<file path="src/rtl/iak_pkg.sv">
package iak_pkg;

    localparam int NUM_LEVELS = 4;

    typedef enum logic [1:0] {
        ST_IDLE      = 2'd0,
        ST_REQ       = 2'd1,
        ST_PRES      = 2'd2,
        ST_PRES_HELD = 2'd3
    } iak_state_t;

endpackage

</file>
<file path="src/rtl/iak_sync.sv">
module iak_sync #(
    parameter int WIDTH  = 1,
    parameter int STAGES = 2
) (
    input  logic             clk,
    input  logic             rst_n,
    input  logic [WIDTH-1:0] d,
    output logic [WIDTH-1:0] q
);

    logic [WIDTH-1:0] chain [STAGES];

    generate
        for (genvar s = 0; s < STAGES; s++) begin : g_stage
            always_ff @(posedge clk or negedge rst_n) begin
                if (!rst_n) begin
                    chain[s] <= '0;
                end else if (s == 0) begin
                    chain[s] <= d;
                end else begin
                    chain[s] <= chain[(s == 0) ? 0 : s - 1];
                end
            end
        end
    endgenerate

    assign q = chain[STAGES-1];

endmodule

</file>
<file path="src/rtl/iak_prio.sv">
module iak_prio #(
    parameter int NUM_LEVELS = 4,
    parameter int LVL_W      = 2
) (
    input  logic [NUM_LEVELS-1:0] lvl_lines,
    input  logic [LVL_W-1:0]      cfg_level,
    output logic                  higher
);

    logic [NUM_LEVELS-1:0] above;

    generate
        for (genvar g = 0; g < NUM_LEVELS; g++) begin : g_mask
            assign above[g] = (cfg_level < LVL_W'(g));
        end
    endgenerate

    assign higher = |(lvl_lines & above);

endmodule

</file>
<file path="src/rtl/iak_responder.sv">
module iak_responder
    import iak_pkg::*;
#(
    parameter int VEC_W       = 16,
    parameter int SYNC_STAGES = 2,
    parameter int LVL_W       = 2
) (
    input  logic                  clk,
    input  logic                  rst_n,
    input  logic                  bus_init,
    input  logic                  local_req,
    input  logic                  rd_strobe,
    input  logic                  sync_in,
    input  logic                  iack_in,
    input  logic [NUM_LEVELS-1:0] lvl_lines,
    input  logic [LVL_W-1:0]      cfg_level,
    input  logic [VEC_W-1:0]      cfg_vector,
    output logic [NUM_LEVELS-1:0] req_line,
    output logic                  iack_out,
    output logic                  reply,
    output logic                  vec_sel,
    output logic [VEC_W-1:0]      vec_data
);

    localparam int IN_W = 5 + NUM_LEVELS;

    logic [IN_W-1:0]       raw_in;
    logic [IN_W-1:0]       syn_in;
    logic                  init_s;
    logic                  lreq_s;
    logic                  rd_s;
    logic                  sync_s;
    logic                  iack_s;
    logic [NUM_LEVELS-1:0] lvl_s;

    assign raw_in = {bus_init, local_req, rd_strobe, sync_in, iack_in, lvl_lines};

    iak_sync #(.WIDTH(IN_W), .STAGES(SYNC_STAGES)) u_sync (
        .clk   (clk),
        .rst_n (rst_n),
        .d     (raw_in),
        .q     (syn_in)
    );

    assign {init_s, lreq_s, rd_s, sync_s, iack_s, lvl_s} = syn_in;

    logic lreq_d;
    logic rd_d;
    logic req_rise;
    logic rd_rise;

    always_ff @(posedge clk or negedge rst_n) begin
        if (!rst_n) begin
            lreq_d <= 1'b0;
            rd_d   <= 1'b0;
        end else begin
            lreq_d <= lreq_s;
            rd_d   <= rd_s;
        end
    end

    assign req_rise = lreq_s & ~lreq_d;
    assign rd_rise  = rd_s & ~rd_d;

    logic higher;

    iak_prio #(.NUM_LEVELS(NUM_LEVELS), .LVL_W(LVL_W)) u_prio (
        .lvl_lines (lvl_s),
        .cfg_level (cfg_level),
        .higher    (higher)
    );

    iak_state_t state;
    iak_state_t state_nx;
    logic       mine;

    // Arbitration flop: decided only at the read-strobe edge.
    always_ff @(posedge clk or negedge rst_n) begin
        if (!rst_n) begin
            mine <= 1'b0;
        end else if (init_s) begin
            mine <= 1'b0;
        end else if (rd_rise) begin
            mine <= (state == ST_REQ) && !higher;
        end
    end

    // State register
    always_ff @(posedge clk or negedge rst_n) begin
        if (!rst_n) begin
            state <= ST_IDLE;
        end else begin
            state <= state_nx;
        end
    end

    // Next state
    always_comb begin
        state_nx = state;
        if (init_s) begin
            state_nx = ST_IDLE;
        end else begin
            unique case (state)
                ST_IDLE: begin
                    if (req_rise) state_nx = ST_REQ;
                end
                ST_REQ: begin
                    if (iack_s && mine) state_nx = ST_PRES;
                end
                ST_PRES: begin
                    if (!iack_s) state_nx = req_rise ? ST_REQ : ST_IDLE;
                    else if (req_rise) state_nx = ST_PRES_HELD;
                end
                ST_PRES_HELD: begin
                    if (!iack_s) state_nx = ST_REQ;
                end
                default: state_nx = ST_IDLE;
            endcase
        end
    end

    // Outputs
    logic [NUM_LEVELS-1:0] lvl_onehot;

    generate
        for (genvar g = 0; g < NUM_LEVELS; g++) begin : g_onehot
            assign lvl_onehot[g] = (cfg_level == LVL_W'(g));
        end
    endgenerate

    always_comb begin
        req_line = '0;
        reply    = 1'b0;
        vec_sel  = 1'b0;
        vec_data = '0;
        unique case (state)
            ST_IDLE: ;
            ST_REQ: req_line = lvl_onehot;
            ST_PRES, ST_PRES_HELD: begin
                reply    = 1'b1;
                vec_sel  = 1'b1;
                vec_data = cfg_vector;
            end
            default: ;
        endcase
    end

    assign iack_out = iack_s & ~mine;

    // Assertions
    assert_one_level_R2: assert property (@(posedge clk) disable iff (!rst_n)
        $onehot0(req_line));

    assert_no_pass_in_reply_R4: assert property (@(posedge clk) disable iff (!rst_n)
        reply |-> !iack_out);

    assert_line_low_in_reply_R5: assert property (@(posedge clk) disable iff (!rst_n)
        reply |-> (req_line == '0));

    assert_reply_ends_R6: assert property (@(posedge clk) disable iff (!rst_n)
        (reply && !iack_s && !init_s && state == ST_PRES && !req_rise) |=> !reply);

    assert_mine_steady_R3: assert property (@(posedge clk) disable iff (!rst_n)
        (!rd_rise && !init_s) |=> $stable(mine));

    assert_sync_no_veto_R7: assert property (@(posedge clk) disable iff (!rst_n)
        (rd_rise && sync_s && !init_s && state == ST_REQ && !higher) |=> mine);

    assert_held_rearm_R9: assert property (@(posedge clk) disable iff (!rst_n)
        (state == ST_PRES_HELD && !iack_s && !init_s) |=> (state == ST_REQ));

endmodule

</file>
<file path="config.mk">
export PLATFORM = sky130hd
export DESIGN_NAME = iak_responder
export DESIGN_NICKNAME = d
export VERILOG_FILES = /design/src/rtl/iak_pkg.sv /design/src/rtl/iak_sync.sv /design/src/rtl/iak_prio.sv /design/src/rtl/iak_responder.sv
export SDC_FILE = /design/constraint.sdc
export NUM_CORES = 1
export LEC_CHECK = 0
export ABC_AREA = 1
export BUFFER_PORTS_ARGS = -buffer_cell sky130_fd_sc_hd__buf_2
export CORE_MARGIN = 8
export CORE_UTILIZATION = 45
export CTS_CLUSTER_SIZE = 8
export DETAILED_ROUTE_END_ITERATION = 8
export PLACE_DENSITY = 0.82
export SLEW_MARGIN = 40
export SYNTH_ARGS = -nofsm -noshare
export SYNTH_HDL_FRONTEND = slang
export SYNTH_SLANG_ARGS = --single-unit
</file>
<file path="constraint.sdc">
create_clock -name clk -period 3.25 [get_ports clk]
set_input_delay 0.65 -clock clk [delete_from_list [all_inputs] [get_ports clk]]
set_output_delay 0.65 -clock clk [all_outputs]
set_load 0.005 [all_outputs]
</file>
==> flow_metrics.tcl <==
set metrics [dict create \
    outcome "complete, no violations" \
    postLayoutSetupSlackWorst_ns 0.743 \
    synth_area_leader_cell "dfrtp_1" \
    die_h_um 60.2 \
    muxShareOfSynthArea_pct 0 \
    fmax_mhz 399 \
    drv_cap 0 \
    hp-class "in2async" \
    design_area_um2 1170 \
    fillers 163 \
    std_cell_rows 16 \
    required_ns 2.60 \
    crit_chain "inv_1 > ha_1 > nor2_2 > inv_1 > buf_2" \
    antenna_found_initial 0 \
    placed_area_um2 1140 \
    p_leak_nw 0.762 \
    path_class "reg2out" \
    coreArea_um2 1900 \
    rsz0062_at_grt "no" \
    root_buffer "clkbuf_4" \
    slowest_stage "nor2_2" \
    drt_iter0_drc 51 \
    slew_violations 0 \
    synthCells 107 \
    synth_top_family_by_area "simple AND/OR/NAND/NOR gates" \
    yosys.area_share.simple_pct 22.8 \
    slew_headroom_pct 60.9 \
    finalPower_uw 523 \
    fin_tns_setup_ns 0 \
    nNetsFinal 193 \
    cp.arrival_ns 1.86 \
    place_congestion 0.767 \
    synthXorXnorAreaFrac_pct 0 \
    synthesis.area_um2 878 \
    syn_nets 141 \
    grt_pass1_wl_um 3220 \
    max_stage_delay_ns 0.49 \
    finalCriticalPeriod_ns 2.51 \
    drc_errors 0 \
    port_buffers 49 \
    dp_worst_setup_slack_ns 1.06 \
    ys_warn_count 0 \
    timing.final.crit_share_pct 77.2 \
    die_x_um 60.2 \
    yosysTopAreaCellShare_pct 54.1 \
    drive_above_1_share_pct 34.8 \
    whs_ns 0.262 \
    synthDistinctLibCells 12 \
    postRouteAntennaNets 0 \
    vdd_drop_max_uv 341 \
    synth_area_leaders "dfrtp_1, inv_1, nor2_1" \
    start_util_pct 46.2 \
    synth.avg_cell_area_um2 8.21 \
    clk_latency_ns 0.29 \
    hpwlAfterDp_um 1810 \
    viasPerCell 4.32 \
    postCtsResizedCells 0 \
    drt_wl_total_um 2140 \
    dp_cells 181 \
    track_usage_pct 11.7 \
    cts_tree "yes" \
    ctsHoldBuffers 0 \
    cts_max_level 1 \
    area_growth_pct 33.2 \
    grt_pass1_vias 781 \
    clkSinkCount 19 \
    final_core_util_pct 61.5 \
    setup_viol 0 \
    critPathMaxFanout 17 \
    cp-start-kind "flip-flop" \
    overflow 0 \
    cts_buffers 3 \
    post_cts_buffers 0 \
    fin_skew_ns 0.00865 \
    tightestPinTransition_ns 0.586 \
    power_density_nw_per_um2 447 \
    ys_ff_latch 19 \
    num_vias 800 \
    clkSlewWorstSetupHoldPaths_ns 0.10 \
    finalHoldViolations 0 \
    fin_cells 185 \
    boundaryPins 52 \
    crit_top_cell "inv_1" \
    synth_fa_ha_area_share_pct 7.12 \
    cts_max_path_buffers 2 \
    dr.pass1.iters 4 \
    fp.dieArea_um2 3620 \
    crit_path_end_kind "output pin" \
    grt_start_max_net_pins 20 \
    wire_per_inst_um 11.6 \
    insertedDiodeCount 0 \
    synth_compound_area_share_pct 2.28 \
    synth-seq-area-share_pct 54.1 \
]
==> critical path: cells and delay by family (launching register included) <==
family / cells / cell delay, ns
buffers and inverters: 3 / 0.40
and+or+nand+nor: 1 / 0.49
DFF: 1 / 0.41
adders and majority gates: 1 / 0.26
==> state kept, by name (all words and copies together) (netlist names) <==
signal / count
mine: 1
state: 2
u_sync.q: 7
lreq_d: 1
u_sync.chain: 7
rd_d: 1
==> cell usage after synthesis <==
master	n
inv_1	28
nor2_1	23
dfrtp_1	19
nand2_1	16
ha_1	5
nand3_1	5
a21oi_1	3
buf_4	2
nor2_2	2
nor3_1	2
nand4_1	1
o21ai_0	1
==> path summary, 6_finish.rpt <==
| path | start | end | slack (ns) | depth (start not counted) |
|---|---|---|---|---|
| hold / removal | rst_n | state[1] | 0.26 | 1 |
| hold reg to reg | u_sync.chain[13] | u_sync.q[4] | 0.36 | 0 |
| setup / recovery | state[0] | reply | 0.74 | 5 |
| max in group asynchronous | rst_n | mine | 2.71 | 1 |
| min in group clk | u_sync.chain[13] | u_sync.q[4] | 0.36 | 0 |
| setup reg to reg | state[0] | state[0] | 1.94 | 7 |
==> area by class of cell <==
type / count / area [µm²] / share of cell area (%)
sequential: 19 / 475 / 40.6
multi-input combinational: 58 / 283 / 24.2
timing repair buffer: 49 / 245 / 21.0
inverter: 28 / 105 / 8.98
tap: 27 / 33.8 / 2.89
clock buffer: 3 / 22.5 / 1.93
clock inverter: 1 / 5.00 / 0.428
==> cell families (layout without fill, tap and decap cells) <==
kind of cell             Yosys count  count (layout)
AO/OA/AOI/OAI                      4               4
adder cells (fa/ha/maj)            5               5
buffers and inverters             30              81
flip-flops                        19              19
AND/OR/NAND/NOR                   49              49
==> power by group <==
part           internal, mW  total [mW]  switching (mW)
registers             0.254       0.266          0.0122
clock network        0.0457       0.110          0.0648
logic                0.0581       0.147          0.0888
total                 0.357       0.523           0.166
==> layer usage <==
| layer | up-vias | global-route usage (%) | part of all wire [%] |
|---|---|---|---|
| met4 | 0 | 8.84 | 2.4 |
| met2 | 45 | 19.7 | 43 |
| met3 | 8 | 5.59 | 14 |
| met5 | - | 0 | 0 |
| met1 | 339 | 10.7 | 40 |
| li1 | 408 | - | - |
==> layout by cell type (no fill, tap or decap) <==
cell type,count
buf_2,49
inv_1,28
nor2_1,23
dfrtp_1,19
nand2_1,16
nand3_1,5
ha_1,5
a21oi_1,3
clkbuf_4,3
nor2_2,2
nor3_1,2
nand4_1,1
o21ai_0,1
clkinv_2,1
Note: power is estimated with default switching activity, not from simulation.
